`src/rtl/cla_pkg.sv`:
```
package cla_pkg;
    // bits handled by one first-level lookahead group
    localparam int GRP_BITS = 4;

    // per-bit carry terms
    typedef struct packed {
        logic gen;
        logic prop;
    } pg_t;

    function automatic int grp_count(input int width);
        return width / GRP_BITS;
    endfunction
endpackage

```
`src/rtl/cla_pg_cell.sv`:
```
module cla_pg_cell
    import cla_pkg::*;
(
    input  logic bit_a,
    input  logic bit_b,
    output pg_t  term
);
    always_comb begin
        term.gen  = bit_a & bit_b;
        term.prop = bit_a | bit_b;
    end
endmodule

```
`src/rtl/cla_group4.sv`:
```
module cla_group4
    import cla_pkg::*;
(
    input  logic [3:0] gen,
    input  logic [3:0] prop,
    input  logic       grp_cin,
    output logic [3:0] stage_c,
    output logic       grp_gen,
    output logic       grp_prop
);
    // every carry written flat: no term uses a neighbouring stage carry
    always_comb begin
        stage_c[0] = gen[0]
                   | (prop[0] & grp_cin);
        stage_c[1] = gen[1]
                   | (prop[1] & gen[0])
                   | (prop[1] & prop[0] & grp_cin);
        stage_c[2] = gen[2]
                   | (prop[2] & gen[1])
                   | (prop[2] & prop[1] & gen[0])
                   | (prop[2] & prop[1] & prop[0] & grp_cin);
        stage_c[3] = gen[3]
                   | (prop[3] & gen[2])
                   | (prop[3] & prop[2] & gen[1])
                   | (prop[3] & prop[2] & prop[1] & gen[0])
                   | (prop[3] & prop[2] & prop[1] & prop[0] & grp_cin);
        grp_gen    = gen[3]
                   | (prop[3] & gen[2])
                   | (prop[3] & prop[2] & gen[1])
                   | (prop[3] & prop[2] & prop[1] & gen[0]);
        grp_prop   = &prop;
    end
endmodule

```
`src/rtl/cla_group_carry.sv`:
```
module cla_group_carry #(
    parameter int NUM_GRP = 8
) (
    input  logic [NUM_GRP-1:0] grp_gen,
    input  logic [NUM_GRP-1:0] grp_prop,
    input  logic               blk_cin,
    output logic [NUM_GRP:0]   grp_c_d
);
    // grp_c_d[j] is the carry into group j; grp_c_d[NUM_GRP] leaves the block.
    // Each one is a flat OR of product terms reaching back to blk_cin.
    always_comb begin
        logic acc;
        logic prod;
        grp_c_d[0] = blk_cin;
        for (int j = 1; j <= NUM_GRP; j++) begin
            prod = blk_cin;
            for (int m = 0; m < j; m++) prod = prod & grp_prop[m];
            acc = prod;
            for (int k = 0; k < j; k++) begin
                prod = grp_gen[k];
                for (int m = k + 1; m < j; m++) prod = prod & grp_prop[m];
                acc = acc | prod;
            end
            grp_c_d[j] = acc;
        end
    end
endmodule

```
`src/rtl/cla_sum_gen.sv`:
```
module cla_sum_gen
    import cla_pkg::*;
#(
    parameter int WIDTH = 32
) (
    input  pg_t  [WIDTH-1:0] terms,
    input  logic [WIDTH-1:0] c_into,
    output logic [WIDTH-1:0] sum_d
);
    for (genvar i = 0; i < WIDTH; i++) begin : g_bit
        assign sum_d[i] = terms[i].gen ^ terms[i].prop ^ c_into[i];
    end
endmodule

```
`src/rtl/cla_adder.sv`:
```
module cla_adder
    import cla_pkg::*;
#(
    parameter int WIDTH = 32
) (
    input  logic [WIDTH-1:0] op_a,
    input  logic [WIDTH-1:0] op_b,
    input  logic             carry_in,
    output logic [WIDTH-1:0] sum,
    output logic             carry_out,
    output logic             carry_msb_in
);
    localparam int NUM_GRP = grp_count(WIDTH);

    typedef struct packed {
        logic [WIDTH-1:0] sum;
        logic             cout;
        logic             cmsb;
    } res_t;

    pg_t  [WIDTH-1:0]   terms;
    logic [WIDTH-1:0]   stage_c;
    logic [WIDTH-1:0]   c_into;
    logic [NUM_GRP-1:0] grp_gen;
    logic [NUM_GRP-1:0] grp_prop;
    logic [NUM_GRP:0]   grp_c_d;
    logic [WIDTH-1:0]   sum_d;
    res_t               res_d;

    for (genvar i = 0; i < WIDTH; i++) begin : g_pg
        cla_pg_cell u_pg (
            .bit_a (op_a[i]),
            .bit_b (op_b[i]),
            .term  (terms[i])
        );
    end

    for (genvar j = 0; j < NUM_GRP; j++) begin : g_grp
        logic [3:0] gj;
        logic [3:0] pj;
        for (genvar b = 0; b < GRP_BITS; b++) begin : g_split
            assign gj[b] = terms[j*GRP_BITS + b].gen;
            assign pj[b] = terms[j*GRP_BITS + b].prop;
        end
        cla_group4 u_grp (
            .gen      (gj),
            .prop     (pj),
            .grp_cin  (grp_c_d[j]),
            .stage_c  (stage_c[j*GRP_BITS +: GRP_BITS]),
            .grp_gen  (grp_gen[j]),
            .grp_prop (grp_prop[j])
        );
    end

    cla_group_carry #(.NUM_GRP(NUM_GRP)) u_gc (
        .grp_gen  (grp_gen),
        .grp_prop (grp_prop),
        .blk_cin  (carry_in),
        .grp_c_d  (grp_c_d)
    );

    assign c_into = {stage_c[WIDTH-2:0], carry_in};

    cla_sum_gen #(.WIDTH(WIDTH)) u_sum (
        .terms  (terms),
        .c_into (c_into),
        .sum_d  (sum_d)
    );

    always_comb begin
        res_d.sum  = sum_d;
        res_d.cout = grp_c_d[NUM_GRP];
        res_d.cmsb = stage_c[WIDTH-2];
    end

    assign sum          = res_d.sum;
    assign carry_out    = res_d.cout;
    assign carry_msb_in = res_d.cmsb;
endmodule

```
`config.mk`:
```
export PLATFORM = sky130hd
export DESIGN_NAME = cla_adder
export DESIGN_NICKNAME = d
export VERILOG_FILES = /design/src/rtl/cla_pkg.sv /design/src/rtl/cla_pg_cell.sv /design/src/rtl/cla_group4.sv /design/src/rtl/cla_group_carry.sv /design/src/rtl/cla_sum_gen.sv /design/src/rtl/cla_adder.sv
export SDC_FILE = /design/constraint.sdc
export NUM_CORES = 1
export LEC_CHECK = 0
export BUFFER_PORTS_ARGS = -buffer_cell sky130_fd_sc_hd__buf_2
export CAP_MARGIN = 30
export CORE_UTILIZATION = 49
export DETAILED_ROUTE_END_ITERATION = 8
export PLACE_DENSITY_LB_ADDON = 0.08
export SLEW_MARGIN = 10
export SYNTH_ARGS = -nofsm -noshare
export SYNTH_HDL_FRONTEND = slang
export SYNTH_SLANG_ARGS = --single-unit
```
`constraint.sdc`:
```
create_clock -name vclk -period 2.95
set_input_delay 0.295 -clock vclk [all_inputs]
set_output_delay 0.295 -clock vclk [all_outputs]
set_load 0.01 [all_outputs]
```
# Word level (Yosys, flattened, before mapping)
# Index checks and enable logic that the tools add are counted.
dict set report classes {
  bitwise_logic 405
  n_reduce_logical 8
}
# operator count
set ops {}
lappend ops {{$and 1x1->1} 194}
lappend ops {{$or 1x1->1} 147}
lappend ops {{$xor 1x1->1} 64}
lappend ops {{$reduce_and 4->1} 8}
dict set report totals {
  regBits 0
  output_inout_bits 34
  inputBits 65
  elab_cells 413
}

# Longest topological paths before layout
dict set report logic_depth {
  ltp_word 21
  mapped_depth 11
  mapped_depth_nobuf 11
}

# Modules after synthesis
# From an unflattened synthesis, not the netlist that was laid out.
dict set report unflattened {
  hier_cells 193
  hier_area_um2 1801.7
}
# mod n_inst cells_per_inst area_per_inst_um2
set by_module_without_submodules {}
lappend by_module_without_submodules {cla_sum_gen 1 32 760.7}
lappend by_module_without_submodules {cla_group4 8 10 60.1}
lappend by_module_without_submodules {cla_pg_cell 32 2 13.8}
lappend by_module_without_submodules {cla_group_carry 1 17 120.1}

# Worst setup path before layout
# OpenSTA, ideal clock, no wires.
dict set report synth_path {
  path_kind {input-to-output}
  startpoint {in op_a[4]}
  endpoint {out sum[31]}
  arrival_time_ns 2.347
  cell_stages 10
  path_slack_ns 0.308
  cell_sequence {inv_1 ha_1 or3_1 o22ai_2 a211oi_4 o31ai_4 a211oi_4 o31ai_4 a31oi_4 xnor2_1}
}
dict set report synth_via {
  elab_chain_cells 18
  elab_cells_between_ends 32
  classes_between {bitwise: 31; reduce/logical: 1}
}
# element line_no
set synth_rtl {}
lappend synth_rtl {{start: declaration} cla_adder.sv:6} ;# input logic [WIDTH-1:0] op_a,
lappend synth_rtl {{$or 1x1->1} cla_pg_cell.sv:10} ;# term.prop = bit_a | bit_b;
lappend synth_rtl {{$reduce_and 4->1} cla_group4.sv:31} ;# grp_prop = &prop;
lappend synth_rtl {{$and 1x1->1 (on tied branches) (6 in series)} {cla_group_carry.sv:17, cla_group_carry.sv:21}}
lappend synth_rtl {{$or 1x1->1} cla_group_carry.sv:22} ;# acc = acc | prod;
lappend synth_rtl {{$or 1x1->1 (*) (6 in series)} cla_group_carry.sv:22}
lappend synth_rtl {{$and 1x1->1 (*)} cla_group4.sv:21} ;# | (prop[2] & prop[1] & prop[0] & grp_cin);
lappend synth_rtl {{$or 1x1->1 (*)} cla_group4.sv:21}
lappend synth_rtl {{$xor 1x1->1 (*)} cla_sum_gen.sv:11} ;# assign sum_d[i] = terms[i].gen ^ terms[i].prop ^ c_into[i];
lappend synth_rtl {{end: declaration} cla_adder.sv:9} ;# output logic [WIDTH-1:0] sum,
# Mark *: on every way between the ends. The rest lies on a longest branch, timed or not.

# Worst setup path after layout
dict set report layout_path {
  startpoint {in op_a[1]}
  endpoint {out sum[26]}
}
dict set report layout_via {
  elab_chain_cells 18
  elab_cells_between_ends 28
  classes_between {bitwise: 27; reduce/logical: 1}
}
# element line_no
set layout_rtl {}
lappend layout_rtl {{$and 1x1->1 / $or 1x1->1 (equally long branches)} {cla_pg_cell.sv:9, cla_pg_cell.sv:10}}
lappend layout_rtl {{$and 1x1->1 (on tied branches)} {cla_group4.sv:29, cla_group4.sv:30}}
lappend layout_rtl {{$or 1x1->1 / $and 1x1->1 (equally long branches)} {cla_group4.sv:29, cla_group4.sv:30}}
lappend layout_rtl {{$or 1x1->1} cla_group4.sv:30} ;# | (prop[3] & prop[2] & prop[1] & gen[0]);
lappend layout_rtl {{$and 1x1->1 (5 in series)} cla_group_carry.sv:21} ;# for (int m = k + 1; m < j; m++) prod = prod & grp_prop[m];
lappend layout_rtl {{$or 1x1->1 (*) (6 in series)} cla_group_carry.sv:22}
lappend layout_rtl {{$and 1x1->1 (*)} cla_group4.sv:17} ;# | (prop[1] & prop[0] & grp_cin);
lappend layout_rtl {{$or 1x1->1 (*)} cla_group4.sv:17}
lappend layout_rtl {{$xor 1x1->1 (*)} cla_sum_gen.sv:11}
# Marked as above.

==> results.toml <==
[layout]
seq_area_sq_um = 0
area_delta_synth_final_pct = 31.1
clock_buffer_instance_count_of_the_final_layout = 0
insertedDiodeCount = 0
seq_cells = 0
final_net_count = 507
final_layout_size_suffix_gt1_share_pct = 32.6

[route]
antenna_left = 0
avgRoutedWirePerCell_microns = 9.15
num_vias = 1955
drtPass1Iterations = 4
routed_via_density = 4.63
drt_drc_violations_left = 0
drt_wl_total_mm = 3.86
drt_first_iter_violations = 18

[flow_run]
max_cap_violations = 0

[floorplan]
num_io_pins = 99
floorplan_die_width_microns = 66.2
die_area_sq_um = 4380
initial_utilization_pct = 53.1
die_y_microns = 66.2
floorplan.rows = 22
core_region_area_sq_um = 3800

[power]
p_per_area_nw_per_um2 = 204
irDropWorstVdd_mv = 0.122
share_seq_of_total_power_pct = 0
switching_share_pct = 51.7
clock_power_share_pct = 0
finalPower_uw = 541
power.switching_uw = 279
internal_power_uw = 261
pwr-share-comb_pct = 100.0
leakage_uw = 0.00161

[global_routing]
grt_pass1_wl_mm = 6.43
grt_antenna_before_repair = 0
grt_max_degree = 7
grt_pass1_vias = 1735
congestion_overflow_gr = 0
gr-usage-all-layers_pct = 17.6

[timing]
period_share_pct = 97.4
worst_slew_pin_slew_ns = 0.492
report.final.slew_viol_count = 0
hold_viol_final = 0
maxClockFrequency_mhz = 348
relSlewSlack_pct = 66.9
setup_viol = 0
finalHoldWorstSlack_ns = 1.02
rsz0062_at_grt = "true"
finalCriticalPeriod_ns = 2.87

[logic_synthesis]
mappedNetlistArea_sq_um = 2020
share_of_the_yosys_chip_area_belonging_to_registers_pct = 0
postSynthAreaPerCell_sq_um = 7.47
yosysWarnings = 0
netlist_top_cells_count = "sky130_fd_sc_hd__inv_1 (83), sky130_fd_sc_hd__ha_1 (65), sky130_fd_sc_hd__nor2_1 (24)"
post_synth_num_cell_types = 34
synthTopCellsByArea = "sky130_fd_sc_hd__ha_1 (40%), sky130_fd_sc_hd__inv_1 (15%), sky130_fd_sc_hd__xnor2_1 (10%)"
synth_most_common_cell = "sky130_fd_sc_hd__inv_1"
synth.top_cell.area_share_pct = 40.3
mappedNetlistNets = 401
syn_inst = 270
synth.largest_area_cell = "sky130_fd_sc_hd__ha_1"

[worst_setup_path]
timing_worst_setup_path_type = "in -> out"
crit_required_ns = 2.65
critical_path.endpoint_type = "output port"
worstSetupStartpointType = "primary input"
worstPathMaxFanout = 6
critPathArrivalTime_ns = 2.58

[outcome]
outcome = "complete, no violations"

[worst_hold_path]
timing.hold.worst.start = "op_a[31]"
min_to = "carry_out"
min_path_cells = 4
timing.hold.worst.class = "in -> out"

[placement]
hpwl_dp_mm = 3.59
place.gp.congestion = 0.853
number_of_buffer_cells_added_on_primary_ports = 99
[power by group through the flow]
stage          clock [uW]  combinational [uW]  sequential, uW
2_1_floorplan           0                 339               0
3_3_place_gp            0                 526               0
3_5_place_dp            0                 531               0
4_1_cts                 0                 536               0
5_1_grt                 0                 606               0
6_report                0                 541               0
[logic make-up (layout without fill, tap and decap cells)]
kind of cell	count (synthesis)	after routing	share of synthesized area, %
buffers and inverters	83	187	15.4
adder cells (fa/ha/maj)	66	66	41.3
AND/OR/NAND/NOR	47	47	12.1
AO/OA/AOI/OAI	43	43	17.7
XOR/XNOR	31	31	13.5
[metal layers]
metal | GRT usage (%) | share of wire (%) | up-vias
li1 | - | - | 1045
met1 | 20.6 | 44 | 850
met2 | 35.1 | 48 | 58
met3 | 1.90 | 7.9 | 2
met4 | 0.532 | 0.34 | 0
met5 | 0 | 0 | -
[metrics by stage]
step | cell area, sq um | setup WS, ns | cells | TNS (ns) | utilization, %
4_1_cts | 2590 | 0.0362 | 419 | 0 | 68.2
3_5_place_dp | 2590 | -0.0184 | 419 | -0.0237 | 68.1
6_report | 2650 | 0.0764 | 422 | 0 | 69.6
2_1_floorplan | 2020 | 0.308 | 270 | 0 | -
3_3_place_gp | 2590 | -0.000558 | 419 | -0.000558 | 68.1
5_1_grt | 2650 | -0.0834 | 422 | -0.217 | 69.6
[what timing repair did]
item	4_1_cts	5_1_grt
setup buffers	0	3
gates resized for setup	1	8
pin swaps	0	8
endpoints found under the setup margin	2	8
endpoints found under the hold margin	0	0
hold buffers	0	0
[worst max path at each step]
stage                   end      from  slack (ns)  depth (start not counted)
global route        sum[26]   op_a[1]       -0.08                         13
finish              sum[26]   op_a[1]        0.08                         13
detailed placement  sum[26]  op_a[12]       -0.02                         12
floorplan           sum[31]   op_a[4]        0.31                         10
global placement    sum[31]  op_a[12]     -0.0006                         12
CTS                 sum[26]   op_b[1]        0.04                         13
[cells in the final DEF (no fill, tap or decap), drive strengths merged, types with 2 or more instances in the layout]
master | netlist | routed
nor2 | 24 | 24
nand2b | 2 | 2
nor3 | 6 | 6
a21oi | 18 | 18
o31ai | 4 | 4
buf | 0 | 104
a211oi | 3 | 3
nand2 | 4 | 4
ha | 65 | 65
or3 | 2 | 2
xnor2 | 23 | 23
xor2 | 8 | 8
inv | 83 | 83
o21ai | 3 | 3
o21bai | 7 | 7
nor3b | 2 | 2
nor2b | 3 | 3
[critical path, cell delays in order]
cell                       delay [ns]
sky130_fd_sc_hd__buf_2           0.11
sky130_fd_sc_hd__inv_2           0.08
sky130_fd_sc_hd__ha_4            0.13
sky130_fd_sc_hd__and2b_2         0.23
sky130_fd_sc_hd__nor3_4          0.20
sky130_fd_sc_hd__o22ai_2         0.13
sky130_fd_sc_hd__a211oi_4        0.31
sky130_fd_sc_hd__o31ai_4         0.10
sky130_fd_sc_hd__a211oi_4        0.39
sky130_fd_sc_hd__o21bai_1        0.17
sky130_fd_sc_hd__a21oi_2         0.17
sky130_fd_sc_hd__xnor2_1         0.12
sky130_fd_sc_hd__buf_2           0.14
[area by class of cell]
type                       count  area (sq um)
multi-input combinational    187          1740
fill                         332          1150
timing repair buffer         104           533
inverter                      83           312
tap                           48          60.1
Power figures use the tool's default switching activity.
